## src/rtl/sflag_pkg.sv

```systemverilog
package sflag_pkg;

  localparam int unsigned STAT_W = 8;
  localparam int unsigned ARITH_W = 4;

  typedef enum logic [2:0] {
    OP_NOP   = 3'd0,
    OP_ADD   = 3'd1,
    OP_SUB   = 3'd2,
    OP_LOGIC = 3'd3,
    OP_RLC   = 3'd4,
    OP_RRC   = 3'd5
  } alu_op_e;

  // Packed so that c lands in bit 0 and ov in bit 3 of the status word.
  typedef struct packed {
    logic ov;
    logic z;
    logic ac;
    logic c;
  } arith_flags_t;

  typedef struct packed {
    logic to;
    logic pd;
  } pm_flags_t;

endpackage

```

## src/rtl/sflag_rst_sync.sv

```systemverilog
module sflag_rst_sync #(
  parameter int unsigned STAGES = 2
) (
  input  logic clk,
  input  logic rst_n_in,
  output logic rst_n_out
);

  logic [STAGES:0] link;

  assign link[0] = 1'b1;

  for (genvar i = 0; i < STAGES; i++) begin : g_stage
    logic q;
    always_ff @(posedge clk or negedge rst_n_in) begin
      if (!rst_n_in) begin
        q <= 1'b0;
      end else begin
        q <= link[i];
      end
    end
    assign link[i+1] = q;
  end

  assign rst_n_out = link[STAGES];

endmodule

```

## src/rtl/sflag_arith.sv

```systemverilog
module sflag_arith
  import sflag_pkg::*;
#(
  parameter int unsigned DW = 8,
  parameter int unsigned NW = 4
) (
  input  alu_op_e        op,
  input  logic [DW-1:0]  opa,
  input  logic [DW-1:0]  opb,
  input  logic [DW-1:0]  res,
  input  logic           cin,
  input  arith_flags_t   cur,
  output arith_flags_t   nxt,
  output logic           upd
);

  logic [DW-1:0] b_eff;
  logic [NW:0]   unused_lo_sum;
  logic [DW-1:0] unused_mid_sum;
  logic [DW:0]   unused_full_sum;
  logic          c_nib;
  logic          c_into_msb;
  logic          c_out;
  logic          res_zero;

  always_comb begin
    b_eff           = (op == OP_SUB) ? ~opb : opb;
    unused_lo_sum   = {1'b0, opa[NW-1:0]} + {1'b0, b_eff[NW-1:0]} + {{NW{1'b0}}, cin};
    unused_mid_sum  = {1'b0, opa[DW-2:0]} + {1'b0, b_eff[DW-2:0]} + {{(DW-1){1'b0}}, cin};
    unused_full_sum = {1'b0, opa} + {1'b0, b_eff} + {{DW{1'b0}}, cin};
    c_nib           = unused_lo_sum[NW];
    c_into_msb      = unused_mid_sum[DW-1];
    c_out           = unused_full_sum[DW];
    res_zero        = (res == '0);
  end

  always_comb begin
    nxt = cur;
    upd = 1'b0;
    case (op)
      OP_ADD, OP_SUB: begin
        nxt.c  = c_out;
        nxt.ac = c_nib;
        nxt.ov = c_into_msb ^ c_out;
        nxt.z  = res_zero;
        upd    = 1'b1;
      end
      OP_LOGIC: begin
        nxt.z = res_zero;
        upd   = 1'b1;
      end
      OP_RLC: begin
        nxt.c = opa[DW-1];
        upd   = 1'b1;
      end
      OP_RRC: begin
        nxt.c = opa[0];
        upd   = 1'b1;
      end
      default: begin
        nxt = cur;
        upd = 1'b0;
      end
    endcase
  end

endmodule

```

## src/rtl/sflag_pm.sv

```systemverilog
module sflag_pm
  import sflag_pkg::*;
(
  input  logic      halt,
  input  logic      wdt_clr,
  input  logic      wdt_tmo,
  input  pm_flags_t cur,
  output pm_flags_t nxt,
  output logic      upd
);

  always_comb begin
    nxt = cur;
    if (halt) begin
      nxt.pd = 1'b1;
    end
    if (halt || wdt_clr) begin
      nxt.to = 1'b0;
    end
    // A time-out in the same cycle overrides either clear.
    if (wdt_tmo) begin
      nxt.to = 1'b1;
    end
    upd = halt | wdt_clr | wdt_tmo;
  end

endmodule

```

## src/rtl/sflag_status.sv

```systemverilog
module sflag_status
  import sflag_pkg::*;
#(
  parameter int unsigned DW          = 8,
  parameter int unsigned NW          = 4,
  parameter int unsigned SYNC_STAGES = 2
) (
  input  logic          clk,
  input  logic          rst_n,
  input  logic [2:0]    alu_op,
  input  logic [DW-1:0] opa,
  input  logic [DW-1:0] opb,
  input  logic [DW-1:0] alu_res,
  input  logic          alu_cin,
  input  logic          wr_en,
  input  logic [DW-1:0] wr_data,
  input  logic          halt,
  input  logic          wdt_clr,
  input  logic          wdt_tmo,
  output logic [STAT_W-1:0] status
);

  localparam int unsigned PAD_W = STAT_W - ARITH_W - 2;

  logic         rst_sync_n;
  arith_flags_t arith_q, arith_d, arith_nxt;
  logic         arith_upd, arith_en;
  pm_flags_t    pm_q, pm_nxt;
  logic         pm_upd;
  logic         unused_wr_hi;

  sflag_rst_sync #(.STAGES(SYNC_STAGES)) u_rst_sync (
    .clk       (clk),
    .rst_n_in  (rst_n),
    .rst_n_out (rst_sync_n)
  );

  sflag_arith #(.DW(DW), .NW(NW)) u_arith (
    .op  (alu_op_e'(alu_op)),
    .opa (opa),
    .opb (opb),
    .res (alu_res),
    .cin (alu_cin),
    .cur (arith_q),
    .nxt (arith_nxt),
    .upd (arith_upd)
  );

  sflag_pm u_pm (
    .halt    (halt),
    .wdt_clr (wdt_clr),
    .wdt_tmo (wdt_tmo),
    .cur     (pm_q),
    .nxt     (pm_nxt),
    .upd     (pm_upd)
  );

  assign unused_wr_hi = ^wr_data[DW-1:ARITH_W];

  // Next state: a software write outranks the ALU update.
  always_comb begin
    arith_en = wr_en | arith_upd;
    arith_d  = wr_en ? arith_flags_t'(wr_data[ARITH_W-1:0]) : arith_nxt;
  end

  always_ff @(posedge clk or negedge rst_sync_n) begin
    if (!rst_sync_n) begin
      arith_q <= '0;
    end else if (arith_en) begin
      arith_q <= arith_d;
    end
  end

  always_ff @(posedge clk or negedge rst_sync_n) begin
    if (!rst_sync_n) begin
      pm_q <= '0;
    end else if (pm_upd) begin
      pm_q <= pm_nxt;
    end
  end

  assign status = {{PAD_W{1'b0}}, pm_q.to, pm_q.pd, arith_q};

endmodule

```

## config.mk

```make
export PLATFORM = sky130hd
export DESIGN_NAME = sflag_status
export DESIGN_NICKNAME = d
export VERILOG_FILES = /design/src/rtl/sflag_pkg.sv /design/src/rtl/sflag_rst_sync.sv /design/src/rtl/sflag_arith.sv /design/src/rtl/sflag_pm.sv /design/src/rtl/sflag_status.sv
export SDC_FILE = /design/constraint.sdc
export NUM_CORES = 1
export LEC_CHECK = 0
export ABC_AREA = 0
export BUFFER_PORTS_ARGS = -buffer_cell sky130_fd_sc_hd__buf_2
export CAP_MARGIN = 30
export CORE_MARGIN = 2
export CORE_UTILIZATION = 35
export CTS_CLUSTER_SIZE = 24
export DETAILED_ROUTE_END_ITERATION = 8
export GPL_TIMING_DRIVEN = 1
export PLACE_DENSITY = 0.74
export SKIP_CTS_REPAIR_TIMING = 1
export SLEW_MARGIN = 40
export SYNTH_ARGS = -nofsm -noshare
export SYNTH_HDL_FRONTEND = slang
export SYNTH_SLANG_ARGS = --single-unit
```

## constraint.sdc

```tcl
create_clock -name clk -period 0.8 [get_ports clk]
set_clock_uncertainty 0.1 [all_clocks]
set_input_delay 0.08 -clock clk [delete_from_list [all_inputs] [get_ports clk]]
set_output_delay 0.08 -clock clk [all_outputs]
set_load 0.01 [all_outputs]
```

Yosys cells after proc, flatten, opt, wreduce, memory -nomap -nowiden
Index checks and enable logic that the tools add are counted.

operators by class
  bitwise logic cells = 5
  $add $sub $neg = 6
  mux-type cells = 9
  $lt $le $gt $ge = 0
  equality and inequality tests = 5
  reductions and logical operators = 14
  shifts and indexed selects = 0
  multipliers = 0
  divide/modulo/power cells = 0

operator list
  cell                                            count
  AND reduction 2 bit                             5
  adder 8 x 8 -> 9 bit                            1
  adder 9 x 1 -> 9 bit                            1
  adder 7 x 7 -> 8 bit                            1
  adder 8 x 1 -> 8 bit                            1
  logical NOT 8 bit                               1
  two-way mux 8 bit                               1
  inverter 8 bit                                  1
  == test 3 x 2 -> 1 bit (second input constant)  2
  == test 3 bit (second input constant)           2
  two-way mux 1 bit                               6
  nonzero test 2 bit                              3
  adder 4 x 4 -> 5 bit                            1
  adder 5 x 1 -> 5 bit                            1
  OR reduction 5 bit                              1
  two-way mux 4 bit                               1
  nonzero test 4 bit                              1
  == test 3 x 1 -> 1 bit (second input constant)  1
  OR 1 bit                                        3
  one-hot mux 1 bit (3 select lines)              1
  OR reduction 3 bit                              1
  OR reduction 2 bit                              1
  logical OR 1 bit                                1
  bitwise XOR 1 bit                               1

word-level totals
  latch bits = 0
  output and inout bits = 8
  memories kept = 0
  input port bits = 42
  memory bits (writable) = 0
  memory bits (read-only) = 0
  logic and storage cells = 47
  register bits after elaboration = 8

Logic depth before layout (Yosys ltp)
  word-level depth = 7
  mapped depth = 10
  mapped depth without buffers = 8

By module
A second synthesis with hierarchy kept.

second synthesis, totals
  cells, all modules = 82
  area total of the unflattened synthesis = 784.5 µm²

by module, submodules not included
  module          instances  seq. area each (µm²)  cells an instance  area an instance (µm²)
  sflag_arith     1          0.0                   51                 429.2
  sflag_status    1          150.1                 24                 277.8
  sflag_rst_sync  1          50.0                  3                  53.8
  sflag_pm        1          0.0                   4                  23.8

Least setup slack after synthesis
Ideal clock, no wire load.

  path kind = input to register
  start point = input port alu_op[1]
  end point = register arith_q, in the netlist status[0]
  setup slack = -1.354 ns
  arrival time = 1.923 ns
  cell stages on the path = 10
  required time = 0.568 ns
  cells stage by stage = buf_2 -> nor3b_1 -> buf_2 -> xor2_1 -> ha_1 -> a21oi_2 -> o22ai_1 -> o2111a_1 -> nor4b_2 -> o31ai_1

on the way
  cells in the longest elaborated chain, start to end = 6
  elaborated cells between the ends (all ways) = 16
  classes of those cells = add/sub: 2; eq/ne: 5; mux: 4; bitwise: 1; reduce/logical: 4

ends and longest elaborated chain
  element                             line                                  text
  start: declaration                  sflag_status.sv:10                    input logic [2:0] alu_op,
  == test 3 x 2 -> 1 bit              sflag_arith.sv:27, sflag_arith.sv:40
  two-way mux 8 bit                   sflag_arith.sv:27                     b_eff = (op == OP_SUB) ? ~opb : opb;
  adder 8 x 8 -> 9 bit                sflag_arith.sv:30                     unused_full_sum = {1'b0, opa} + {1'b0, b_eff} + {{DW{1'b0}}, cin};
  adder 9 x 1 -> 9 bit                sflag_arith.sv:30
  one-hot mux 1 bit (3 select lines)  sflag_arith.sv:40                     case (op)
  two-way mux 4 bit                   sflag_status.sv:63                    arith_d = wr_en ? arith_flags_t'(wr_data[ARITH_W-1:0]) : arith_nxt;
  end signal: assignment              sflag_status.sv:70                    arith_q <= arith_d;
  end: declaration                    sflag_status.sv:26                    arith_flags_t arith_q, arith_d, arith_nxt;

Parallel ways exist; a longest one is shown, timed or not.
A chain may end at the register's enable or synchronous reset.

Worst setup path after layout
  start point = input port alu_op[0]
  end point = register arith_q, in the netlist status[0]

Same word-level chain as after synthesis.

==> reports/metrics.csv <==
stage;metric;value;unit
worst_setup_path;Worst setup SP type;input port;
power;Leak;0.5988;nW
clocking;Root Driver;clkbuf_4;
timing;RSZ-0062 raised after global routing;true;
synth;sequential area share after synthesis;29.36;%
synth;predominant post-synthesis flop cell;dfrtp_1;
worst_setup_path;worst path cell trace;buf_6 > nor3b_2 > buf_6 > xor2_2 > ha_4 > a21oi_2 > o22ai_2 > o2111a_2 > nor4b_4 > o31ai_1;
worst_setup_path;Critical Path AT;1880;ps
synth;Synth top area share;29.36;%
timing;FMAX;540.9;MHz
global_route;first-pass GRT wire length;2228;um
synth;Post-synth EDFFs;0;
drt;WL/cell;11.70;um
layout;area grow syn2layout;72.84;%
clocking;Reg clk slew, reported paths;60;ps
worst_setup_path;Top Family by Delay on Critical Path;compound AO/OA/AOI/OAI gates;
global_route;pin count of the biggest net entering global routing;8;
layout;share of cells above drive strength 1;58.65;%
power;Peak VDD IR;0.9685;mV
drt;post-DR vias/cell;4.778;
layout;n_diodes;0;
timing;post-route minimum period;1849;ps
placed_design;Buffers on Ports;43;
floorplan;Die H;48.14;um
layout;layout net count;185;
worst_setup_path;Critical Path Most Common Cell;buf_6;
worst_setup_path;Crit path required time;830;ps
timing;Setup WS post-layout;-1049;ps
floorplan;starting density of the core;38.25;%
clocking;Max clock buf depth;2;
clocking;Num CTS Buffers;3;
outcome;failing checks;hold timing, setup timing;
timing;Slew Limit Fails;0;
global_route;initial antenna violation count;0;
synth;Yosys warnings;0;
floorplan;Core Area;1783;um^2
layout;final cell count without fillers;158;
synth;post-synthesis async set-or-reset flop share;100.0;%
worst_setup_path;WP depth;10;
synth;synth cell count leaders;dfrtp_1, ha_1, xor2_1;
placed_design;placed insts;153;
placed_design;Final GP Congestion;0.6881;
synth;Synth Cell Area;681.9;um^2
synth;Synth Register Bits;8;
drt;WL final;1849;um
worst_setup_path;Worst R2R Start;status[0];
worst_hold_path;type of the most critical hold path;input port to flop;
clocking;CTS tree;done;
outcome;status;finished, violations left;
run;Max Cap Viol;0;
drt;Iteration-0 DRC Markers;9;
worst_setup_path;worst reg2reg path depth;4;
layout;Fillers;161;
clocking;clk_lat worst skew;250;ps
drt;Vias;755;
layout;register area;200.2;um^2
worst_setup_path;Worst path max stage delay;300;ps
floorplan;die area;2317;um^2
global_route;total global routing overflow;0;
worst_setup_path;CP Buf/Inv Count;2;
timing;Hold Vio Cnt, Final;8;
layout;area used by multi-input combinational logic;531.8;um^2
worst_setup_path;crit path max fanout;7;
global_route;Total Routing Usage GR;13.87;%
floorplan;Die W;48.14;um
timing;final-report setup violation count;11;
synth;Post-Synthesis Cells;72;
drt;drt drc;0;
worst_setup_path;critical path endpoint;status[0];
worst_setup_path;R2R setup slack;-360;ps
clocking;H-Tree Level Count;1;
worst_setup_path;CP Class;input port to flop;
worst_setup_path;CP Capture Type;flop;
synth;syn_area_per_cell;9.471;um^2
drt;drt first pass iters;4;
synth;library cells used by synthesis;31;
synth;area leader, netlist;dfrtp_1;
drt;Antenna Nets Post-Route;0;
timing;Final period util;231.1;%
floorplan;total I/O pin count;50;
floorplan;Std-Cell Rows;15;
clocking;CTS sink count;8;
timing;Hold WS;-84.22;ps
worst_setup_path;CP startpoint;alu_op[0];
power;pwr/cell area;1160;nW/um^2
synth;top cells by area, synth;dfrtp_1, ha_1, xor2_1, nor4_1, a21o_1;
worst_setup_path;reg2reg end;status[0];
global_route;vias in the first global route;623;
worst_setup_path;slowest stage cell, crit path;nor4b_4;
placed_design;HPWL after detailed placement;1477;um
-- per-layer routing --
layer | track usage [%] | wire [um] | vias up
li1 | - | - | 382
met1 | 13.73 | 686 | 340
met2 | 27.11 | 1039 | 31
met3 | 1.481 | 107 | 2
met4 | 8.108 | 14 | 0
met5 | 0 | 0 | -
-- worst register-to-register path, delay by kind of cell (launching register included) --
family / cells / cell delay [ps]
AO/OA/AOI/OAI: 3 / 440
flip-flops: 1 / 400
AND/OR/NAND/NOR: 1 / 90
-- state kept, by name, summed over array words and instances (netlist names) --
name                  cells
u_rst_sync.g_stage.q      1
status                    6
u_rst_sync.rst_n_out      1
-- how the worst min path moves through the flow --
stage | start | endpoint | cells past startpoint
2_1_floorplan | rst_n | u_rst_sync.g_stage[0].q | 0
3_3_place_gp | rst_n | u_rst_sync.g_stage[0].q | 1
3_5_place_dp | rst_n | u_rst_sync.rst_n_out | 1
4_1_cts | rst_n | u_rst_sync.g_stage[0].q | 1
5_1_grt | wdt_tmo | status[5] | 2
6_report | wdt_tmo | status[5] | 2
-- layout make-up --
type / count / area share (%)
clock buffers: 3 / 1.911
inverters: 1 / 0.3185
multi-input cells: 60 / 45.12
flip-flops and latches: 8 / 16.99
well taps: 25 / 2.654
repair buffers: 61 / 33.01
-- per-stage QoR --
step / util, % / total power [mW] / setup TNS [ps] / area, um^2 / setup slack, ps
floorplan: - / 0.7114 / -3500 / 705.7 / -1231
global placement: 58.04 / 0.9529 / -3953 / 1035 / -1293
detailed placement: 58.04 / 0.9668 / -4139 / 1035 / -1381
CTS: 59.30 / 1.281 / -4446 / 1057 / -1127
global route: 66.11 / 1.468 / -4691 / 1179 / -1118
finish: 66.11 / 1.368 / -4217 / 1179 / -1049
-- placed cells by master, fill, tap and decap left out, types with 3 or more instances in the layout --
cell type,n
buf_2,39
nor4_1,3
o31ai_1,3
nor2_1,5
nand2_1,4
a21o_1,3
buf_6,7
conb_1,3
clkbuf_4,3
dfrtp_1,8
ha_1,7
xor2_1,6
buf_4,14
-- power by group --
| group | internal [mW] | total, mW | leakage (nW) | switching (mW) |
|---|---|---|---|---|
| Clock | 0.171 | 0.299 | 0.0138 | 0.128 |
| Combinational | 0.348 | 0.607 | 0.493 | 0.259 |
| Sequential | 0.437 | 0.461 | 0.0917 | 0.0241 |
-- cells by family (layout without fill, tap and decap cells) --
kind of cell	Yosys count	after routing	synth area share, %
buffers and inverters	5	65	4.219
AND/OR/NAND/NOR	20	20	16.33
other	2	3	1.101
AO/OA/AOI/OAI	19	19	21.10
XOR/XNOR	9	9	11.56
adder cells (fa/ha/maj)	8	8	14.68
flip-flops	8	8	29.36
multiplexers	1	1	1.651
No activity file was read; power rests on OpenSTA's default activity.
